`src/rtl/gpio_port_pkg.sv`:
```
package gpio_port_pkg;
   localparam int unsigned REG_AW = 3;

   typedef enum logic [REG_AW-1:0] {
      GP_DATA = 3'd0,
      GP_MODE = 3'd1,
      GP_PULL = 3'd2,
      GP_ODRN = 3'd3,
      GP_ALT  = 3'd4
   } gp_reg_e;
endpackage

```
`src/rtl/gpio_port_sync.sv`:
```
module gpio_port_sync #(
   parameter int unsigned WIDTH  = 8,
   parameter int unsigned STAGES = 2
) (
   input  logic             clk,
   input  logic             rst_n,
   input  logic [WIDTH-1:0] d,
   output logic [WIDTH-1:0] q
);
   logic [WIDTH-1:0] stg [STAGES];

   for (genvar s = 0; s < STAGES; s++) begin : g_stage
      if (s == 0) begin : g_first
         always_ff @(posedge clk or negedge rst_n) begin
            if (!rst_n) stg[0] <= '0;
            else        stg[0] <= d;
         end
      end else begin : g_next
         always_ff @(posedge clk or negedge rst_n) begin
            if (!rst_n) stg[s] <= '0;
            else        stg[s] <= stg[s-1];
         end
      end
   end

   assign q = stg[STAGES-1];
endmodule

```
`src/rtl/gpio_port_cfg.sv`:
```
module gpio_port_cfg #(
   parameter int unsigned NPINS = 8
) (
   input  logic             clk,
   input  logic             rst_n,
   input  logic             we_mode,
   input  logic             we_pull,
   input  logic             we_odrn,
   input  logic [1:0]       mode,
   input  logic [NPINS-1:0] wdata,
   input  logic [NPINS-1:0] mask,
   output logic [NPINS-1:0] dir_q,
   output logic [NPINS-1:0] alt_q,
   output logic [NPINS-1:0] pull_q,
   output logic [NPINS-1:0] odrn_q
);
   always_ff @(posedge clk or negedge rst_n) begin
      if (!rst_n) begin
         dir_q  <= '0;
         alt_q  <= '0;
         pull_q <= '0;
         odrn_q <= '0;
      end else begin
         if (we_mode) begin
            dir_q <= (dir_q & ~mask) | (mask & {NPINS{mode[0]}});
            alt_q <= (alt_q & ~mask) | (mask & {NPINS{mode[1]}});
         end
         if (we_pull) pull_q <= (pull_q & ~mask) | (wdata & mask);
         if (we_odrn) odrn_q <= (odrn_q & ~mask) | (wdata & mask);
      end
   end
endmodule

```
`src/rtl/gpio_port_data.sv`:
```
module gpio_port_data #(
   parameter int unsigned NPINS = 8
) (
   input  logic             clk,
   input  logic             rst_n,
   input  logic [NPINS-1:0] dir,
   input  logic [NPINS-1:0] smp,
   input  logic             we,
   input  logic [NPINS-1:0] wdata,
   input  logic [NPINS-1:0] mask,
   output logic [NPINS-1:0] q
);
   for (genvar i = 0; i < NPINS; i++) begin : g_pin
      always_ff @(posedge clk or negedge rst_n) begin
         if (!rst_n)             q[i] <= 1'b0;
         else if (!dir[i])       q[i] <= smp[i];
         else if (we && mask[i]) q[i] <= wdata[i];
      end
   end
endmodule

```
`src/rtl/gpio_port_padmux.sv`:
```
module gpio_port_padmux #(
   parameter int unsigned NPINS = 8
) (
   input  logic [NPINS-1:0] dir,
   input  logic [NPINS-1:0] alt,
   input  logic [NPINS-1:0] odrn,
   input  logic [NPINS-1:0] q,
   input  logic [NPINS-1:0] alt_out,
   input  logic [NPINS-1:0] alt_oe,
   output logic [NPINS-1:0] pad_out,
   output logic [NPINS-1:0] pad_oe
);
   for (genvar i = 0; i < NPINS; i++) begin : g_pin
      logic gp_out;
      logic gp_oe;
      assign gp_out     = odrn[i] ? 1'b0 : q[i];
      assign gp_oe      = odrn[i] ? (dir[i] & ~q[i]) : dir[i];
      assign pad_out[i] = alt[i] ? alt_out[i] : gp_out;
      assign pad_oe[i]  = alt[i] ? alt_oe[i]  : gp_oe;
   end
endmodule

```
`src/rtl/gpio_shared_port.sv`:
```
module gpio_shared_port
   import gpio_port_pkg::*;
#(
   parameter int unsigned NPINS       = 8,
   parameter int unsigned SYNC_STAGES = 2
) (
   input  logic              clk,
   input  logic              rst_n,
   input  logic              bus_we,
   input  logic [REG_AW-1:0] bus_addr,
   input  logic [NPINS-1:0]  bus_wdata,
   input  logic [NPINS-1:0]  bus_mask,
   output logic [NPINS-1:0]  bus_rdata,
   input  logic [NPINS-1:0]  pad_in,
   output logic [NPINS-1:0]  pad_out,
   output logic [NPINS-1:0]  pad_oe,
   output logic [NPINS-1:0]  pad_pu,
   input  logic [NPINS-1:0]  alt_out,
   input  logic [NPINS-1:0]  alt_oe,
   output logic [NPINS-1:0]  alt_in
);
   if (NPINS < 2 || NPINS > 32) begin : g_bad_npins
      $error("gpio_shared_port: NPINS must lie in 2..32");
   end
   if (SYNC_STAGES < 2) begin : g_bad_stages
      $error("gpio_shared_port: SYNC_STAGES must be at least 2");
   end

   logic [NPINS-1:0] cfg_dir, cfg_alt, cfg_pull, cfg_odrn;
   logic [NPINS-1:0] smp_q, data_q;
   logic             wr_data, wr_mode, wr_pull, wr_odrn;
   logic             unused_wdata_hi;

   assign wr_data = bus_we && (bus_addr == GP_DATA);
   assign wr_mode = bus_we && (bus_addr == GP_MODE);
   assign wr_pull = bus_we && (bus_addr == GP_PULL);
   assign wr_odrn = bus_we && (bus_addr == GP_ODRN);
   assign unused_wdata_hi = ^bus_wdata[NPINS-1:2];

   gpio_port_sync #(.WIDTH(NPINS), .STAGES(SYNC_STAGES)) sync_i (
      .clk(clk), .rst_n(rst_n), .d(pad_in), .q(smp_q)
   );

   gpio_port_cfg #(.NPINS(NPINS)) cfg_i (
      .clk(clk), .rst_n(rst_n),
      .we_mode(wr_mode), .we_pull(wr_pull), .we_odrn(wr_odrn),
      .mode(bus_wdata[1:0]), .wdata(bus_wdata), .mask(bus_mask),
      .dir_q(cfg_dir), .alt_q(cfg_alt), .pull_q(cfg_pull), .odrn_q(cfg_odrn)
   );

   gpio_port_data #(.NPINS(NPINS)) data_i (
      .clk(clk), .rst_n(rst_n), .dir(cfg_dir), .smp(smp_q),
      .we(wr_data), .wdata(bus_wdata), .mask(bus_mask), .q(data_q)
   );

   gpio_port_padmux #(.NPINS(NPINS)) mux_i (
      .dir(cfg_dir), .alt(cfg_alt), .odrn(cfg_odrn), .q(data_q),
      .alt_out(alt_out), .alt_oe(alt_oe), .pad_out(pad_out), .pad_oe(pad_oe)
   );

   assign pad_pu = cfg_pull;
   assign alt_in = smp_q;

   always_comb begin
      case (bus_addr)
         GP_DATA: bus_rdata = data_q;
         GP_MODE: bus_rdata = cfg_dir;
         GP_PULL: bus_rdata = cfg_pull;
         GP_ODRN: bus_rdata = cfg_odrn;
         GP_ALT:  bus_rdata = cfg_alt;
         default: bus_rdata = '0;
      endcase
   end
endmodule

```
`config.mk`:
```
export PLATFORM = sky130hd
export DESIGN_NAME = gpio_shared_port
export DESIGN_NICKNAME = d
export VERILOG_FILES = /design/src/rtl/gpio_port_pkg.sv /design/src/rtl/gpio_port_sync.sv /design/src/rtl/gpio_port_cfg.sv /design/src/rtl/gpio_port_data.sv /design/src/rtl/gpio_port_padmux.sv /design/src/rtl/gpio_shared_port.sv
export SDC_FILE = /design/constraint.sdc
export NUM_CORES = 1
export LEC_CHECK = 0
export BUFFER_PORTS_ARGS = -buffer_cell sky130_fd_sc_hd__buf_2
export CAP_MARGIN = 20
export CORE_UTILIZATION = 55
export DETAILED_ROUTE_END_ITERATION = 10
export GPL_TIMING_DRIVEN = 0
export MAX_ROUTING_LAYER = met4
export PLACE_DENSITY = 0.87
export SKIP_LAST_GASP = 1
export SYNTH_ARGS = -nofsm -noshare
export SYNTH_HDL_FRONTEND = slang
export SYNTH_HIERARCHICAL = 1
export SYNTH_SLANG_ARGS = --single-unit
```
`constraint.sdc`:
```
create_clock -name clk -period 3.82 [get_ports clk]
set_clock_uncertainty 0.15 [all_clocks]
set_input_delay 0.382 -clock clk [delete_from_list [all_inputs] [get_ports clk]]
set_output_delay 0.382 -clock clk [all_outputs]
set_load 0.01 [all_outputs]
```
### Yosys cells after proc, flatten, opt, wreduce, memory -nomap -nowiden

Cells that the tools add are included.

* mux-type cells: 49
* reduce and logical (&&, ||, !) cells: 13
* bitwise logic cells: 28
* equal/unequal tests: 12

Operators with widths (count)
* AND 8 bit: 7
* 2-to-1 mux 1 bit: 48
* case mux 8 bit (5 select lines): 1
* OR 8 bit: 4
* != test 2 x 1 -> 1 bit, second input constant: 8
* logical AND 1 bit: 12
* AND 1 bit: 8
* inverter 1 bit: 8
* inverter 8 bit: 1
* equality test 3 x 2 -> 1 bit, second input constant: 2
* equality test 3 x 1 -> 1 bit, second input constant: 1
* equality test 3 bit, second input constant: 1
* zero test 3 bit: 1

* logic and storage cells: 116
* output and inout bits: 40
* register bits: 56

### Depth between registers and ports, before layout

* word-level depth: 5
* gate-level depth with buffers: 7
* gate-level depth less buffers: 4

### By module

The synthesis kept the hierarchy.

By module, submodules not included
* gpio_port_cfg: times used 1, area an instance 1287.5 um^2, sequential area each 800.8 um^2, cells an instance 91
* gpio_port_sync: times used 1, area an instance 460.4 um^2, sequential area each 400.4 um^2, cells an instance 24
* gpio_port_data: times used 1, area an instance 422.9 um^2, sequential area each 200.2 um^2, cells an instance 42
* gpio_shared_port: times used 1, area an instance 392.9 um^2, sequential area each 0.0 um^2, cells an instance 49
* gpio_port_padmux: times used 1, area an instance 300.3 um^2, sequential area each 0.0 um^2, cells an instance 48

### Worst setup path after synthesis

Ideal clock, no wire load.

* kind: input port to output port
* from: input bus_addr[1]
* to: output bus_rdata[1]
* arrival: 1.253 ns
* slack: 2.035 ns
* cell stages on the path: 5
* path through: buf_2 buf_4 mux2i_1 nor2_1 a221o_1

* cells in the longest elaborated chain, start to end: 2
* elaborated cells on any way between the ends: 6
* those cells by class: eq/ne (4); mux (1); reduce/logical (1)

Ends and longest elaborated chain
* from (decl): line gpio_shared_port.sv:10 `input logic [REG_AW-1:0] bus_addr,`
* equality test 3 bit, or another cell as far along: line gpio_shared_port.sv:65 `case (bus_addr)`
* case mux 8 bit (5 select lines) *: line gpio_shared_port.sv:65
* to (decl): line gpio_shared_port.sv:13 `output logic [NPINS-1:0] bus_rdata,`

Mark *: on every way between the ends. The rest lies on a longest branch, timed or not.

### Worst setup path after layout

* from: input bus_addr[0]
* to: output bus_rdata[7]

Same word-level chain as after synthesis.

==> results.md <==
Outcome:
- The flow ran to the end, and the final reports show no timing, DRC or antenna violations.

Synthesis:
- For this run, the number of Yosys warnings is 6.
- The commonest cells after synthesis are 56 x dfrtp_1, 36 x nand2_1, 32 x mux2_2.
- Summing every instance area after synthesis gives 2864 um^2.
- The most instantiated library cell after synthesis is dfrtp_1.
- The share of flip-flops with an asynchronous set or reset is 1.000.
- Averaged over all synthesized cells, the footprint is 11.28 um^2.
- The synthesis-stage register bit count is 56.
- The top flip-flop cell by instance count after synthesis is dfrtp_1.
- The number of standard cells after synthesis is 254.
- By area the synthesized netlist is led by dfrtp_1 49%, mux2_2 13%, nand2_1 4.7%, a21bo_1 3.5%, mux2i_1 3.1%.
- Counting flops with a built-in enable in the synthesized netlist gives 0.
- The part of the Yosys area used for sequential elements is 0.4893.
- The library cell with the largest summed area after synthesis is dfrtp_1.
- The net count of the mapped netlist is 300.
- The share of synthesized area in the top cell type comes to 0.4893.
- The number of distinct library cells after synthesis is 28.

Timing:
- At the pin with the least slew margin, the transition time is 0.6377 ns.
- The ratio of final minimum period to clock period is 0.5728.
- In the final timing run, aggregate negative setup slack is 0 ns.
- Setup slack closes at 1.632 ns.
- Setup repair after global routing left no endpoint under its margin.
- The number of pins exceeding their max-slew limit in the final report came to 0.
- The relative slew slack is 0.5733.
- The count of endpoints failing setup in the final report is 0.
- The final number of hold-violating endpoints is 0.
- The highest attainable clock frequency is 457.0 MHz.
- The shortest period the worst path allows is 2.188 ns.

Clock tree:
- Clock latency on the worst-skew pair, taken at its later pin, is 0.30 ns.
- The number of cells upsized or downsized after cts is 0.
- After clock tree synthesis, the setup repair step added 0 buffers.
- Clock-pin slew was measured on the worst setup and hold paths at 0.09 ns.
- The deepest clock path buffer count is 2.
- The TritonCTS sink count is 56.
- CTS built an H-tree with a depth of 2.
- TritonCTS created 5 clock buffers.
- The TritonCTS clock tree is built.
- The clock root buffer master is clkbuf_8.

Setup path:
- The worst-case reg-to-reg path depth is 1.
- Walking the worst path, the cells encountered are buf_2 > nand2b_1 > nor2_1 > a221o_1 > buf_2.
- The cell with the largest stage delay on the worst path is nor2_1.
- The start point of the critical path is bus_addr[0].
- Along the worst path, the maximum fanout reaches 9.
- Setup slack on the worst reg-to-reg path comes out at 2.78 ns.
- Counting stages on the worst path, the most repeated cell is buf_2.
- STA puts the critical path data arrival time at 1.66 ns.
- STA classifies the critical path endpoint as a primary output.
- On the worst path, the slowest cell contributes a delay of 0.50 ns.
- Following the worst setup path forward leads to its endpoint at bus_rdata[7].
- The critical path in this run is classified as input port to primary output.
- The required time at the worst-slack endpoint is 3.29 ns.
- STA classifies the critical path startpoint as an input port.

Route:
- The first routing iteration left 147 violations.
- The wire length after detailed routing is 6.431 mm.
- The number of iterations in the first detailed-routing pass is 4.
- For this run, design rule violations remaining after detail routing come to 0.
- The routed layout has 2241 vias.
- The final routed wire length divided by cell count is 15.57 um.
- The detail route stage leaves a number of antenna-violating nets equal to 0.
- The number of vias per cell after detailed routing is 5.426.

Global routing:
- The number of global-route vias before repair is 2125.
- The largest net degree at the start of global routing is 39.
- The initial antenna violation count was 0.
- The total routing usage reported by global routing is 0.2585.
- The total grt overflow is 0.
- The first global-routing pass estimated 10.05 mm of wire.

Final layout:
- In the final design database the tool counted 392 nets.
- In the final layout, the share of cells above drive strength 1 is 0.4653.
- The finished layout cell area is 3471 um^2.
- Compared with the post-synthesis result, the final layout area differs by 21.19%.
- The post-route non-filler standard cell count is 413.
- 0 antenna diodes ended up in the layout.
- Fill cells in the final layout number 380.

Floorplan:
- In this run the core area contains 25 standard-cell rows.
- During I/O placement, the number of pins put on the boundary was 86.
- The area enclosed by the die boundary is 5500 um^2.
- From left edge to right edge, the die measures 74.16 um.
- The initial standard-cell utilization of the core is 0.5869.
- The core box area is 4880 um^2.
- The die span in y is 74.16 um.

Power and ir drop:
- For this design the static power due to leakage is 1.699 nW.
- The total design power is 1.603 mW.
- For this design the ratio of total power to cell area is 461.8 nW/um^2.
- The worst voltage drop across the vdd grid is 242.7 uV.

Hold path:
- The kind of path behind the tightest hold check is input port to flop.

Placed design:
- The detailed-placement wirelength estimate is 4.579 mm.
- The final RePlAce weighted congestion is 0.8525.
- The post-place setup slack is 1.685 ns.
- The cell count after placement is 405.
- Summing all placed instances gives a cell area of 3383 um^2.
- Port buffering added 83 buffers.

Job:
- The number of max-cap violations is 0.
-- cell families after synthesis --
family / synth area share
flops: 0.4893
buf+inv: 0.04980
compound gates: 0.1402
simple gates: 0.1359
mux: 0.1848
-- placed cells by master (no fill, tap or decap), drive strengths merged --
| master | count |
|---|---|
| buf | 102 |
| dfrtp | 56 |
| nand2 | 40 |
| mux2 | 38 |
| nor2 | 18 |
| a21bo | 16 |
| o21ai | 16 |
| nand2b | 11 |
| mux2i | 9 |
| nand3 | 8 |
| a31oi | 8 |
| a221o | 6 |
| clkbuf | 6 |
| nand3b | 2 |
| a21oi | 1 |
| nor4b | 1 |
| or3 | 1 |
| o32ai | 1 |
| a21o | 1 |
| nor3 | 1 |
| nor3b | 1 |
| and4b | 1 |
| clkinv | 1 |
| dlygate4sd3 | 1 |
-- how the worst min path moves through the flow --
| stage | from | end | slack (ns) | depth (start not counted) |
|---|---|---|---|---|
| after floorplan | rst_n | asynchronous set/reset pin | -0.06 | 0 |
| after global placement | sync_i/stg[13] | sync_i/q[5] | 0.18 | 0 |
| after detailed placement | sync_i/stg[9] | sync_i/q[1] | 0.18 | 0 |
| after CTS | pad_in[5] | sync_i/stg[13] | 0.02 | 1 |
| after global routing | pad_in[0] | sync_i/stg[8] | 0.009 | 1 |
| final | pad_in[1] | sync_i/stg[9] | 0.02 | 1 |
-- metrics by stage --
step,hold slack (ns),utilization
6_report,0.02462,0.7113
3_3_place_gp,0.1820,0.6892
4_1_cts,0.02157,0.7113
5_1_grt,0.009072,0.7113
2_1_floorplan,-0.06359,-
3_5_place_dp,0.1847,0.6933
-- power breakdown --
| part | internal (mW) | switching (mW) | total, mW |
|---|---|---|---|
| clock | 0.125 | 0.179 | 0.305 |
| combinational | 0.270 | 0.212 | 0.483 |
| sequential | 0.699 | 0.116 | 0.815 |
-- worst max-delay path, delay by kind of cell --
family	cells	cell delay, ns
simple gates	2	0.68
compound gates	1	0.28
buf+inv	2	0.30
-- per-layer routing --
layer	track usage	part of all wire	up-vias
met5	-	0	-
met4	0.1026	0.015	0
met3	0.04336	0.051	11
met2	0.4212	0.49	87
met1	0.3215	0.44	1069
li1	-	-	1074
-- timing repair --
item,in CTS,in global routing
endpoints found under the hold margin,18,0
endpoints found under the setup margin,0,0
hold buffers,1,0
-- layout make-up --
| class | count | area [um^2] | share of cell area |
|---|---|---|---|
| sequential | 56 | 1401 | 0.4037 |
| multi-input combinational | 180 | 1320 | 0.3803 |
| timing repair buffer | 85 | 445.4 | 0.1283 |
| buffer | 18 | 142.6 | 0.04110 |
| tap | 67 | 83.83 | 0.02415 |
| clock buffer | 6 | 72.57 | 0.02091 |
| clock inverter | 1 | 5.005 | 0.001442 |
No activity file was read; power rests on OpenSTA's default activity.
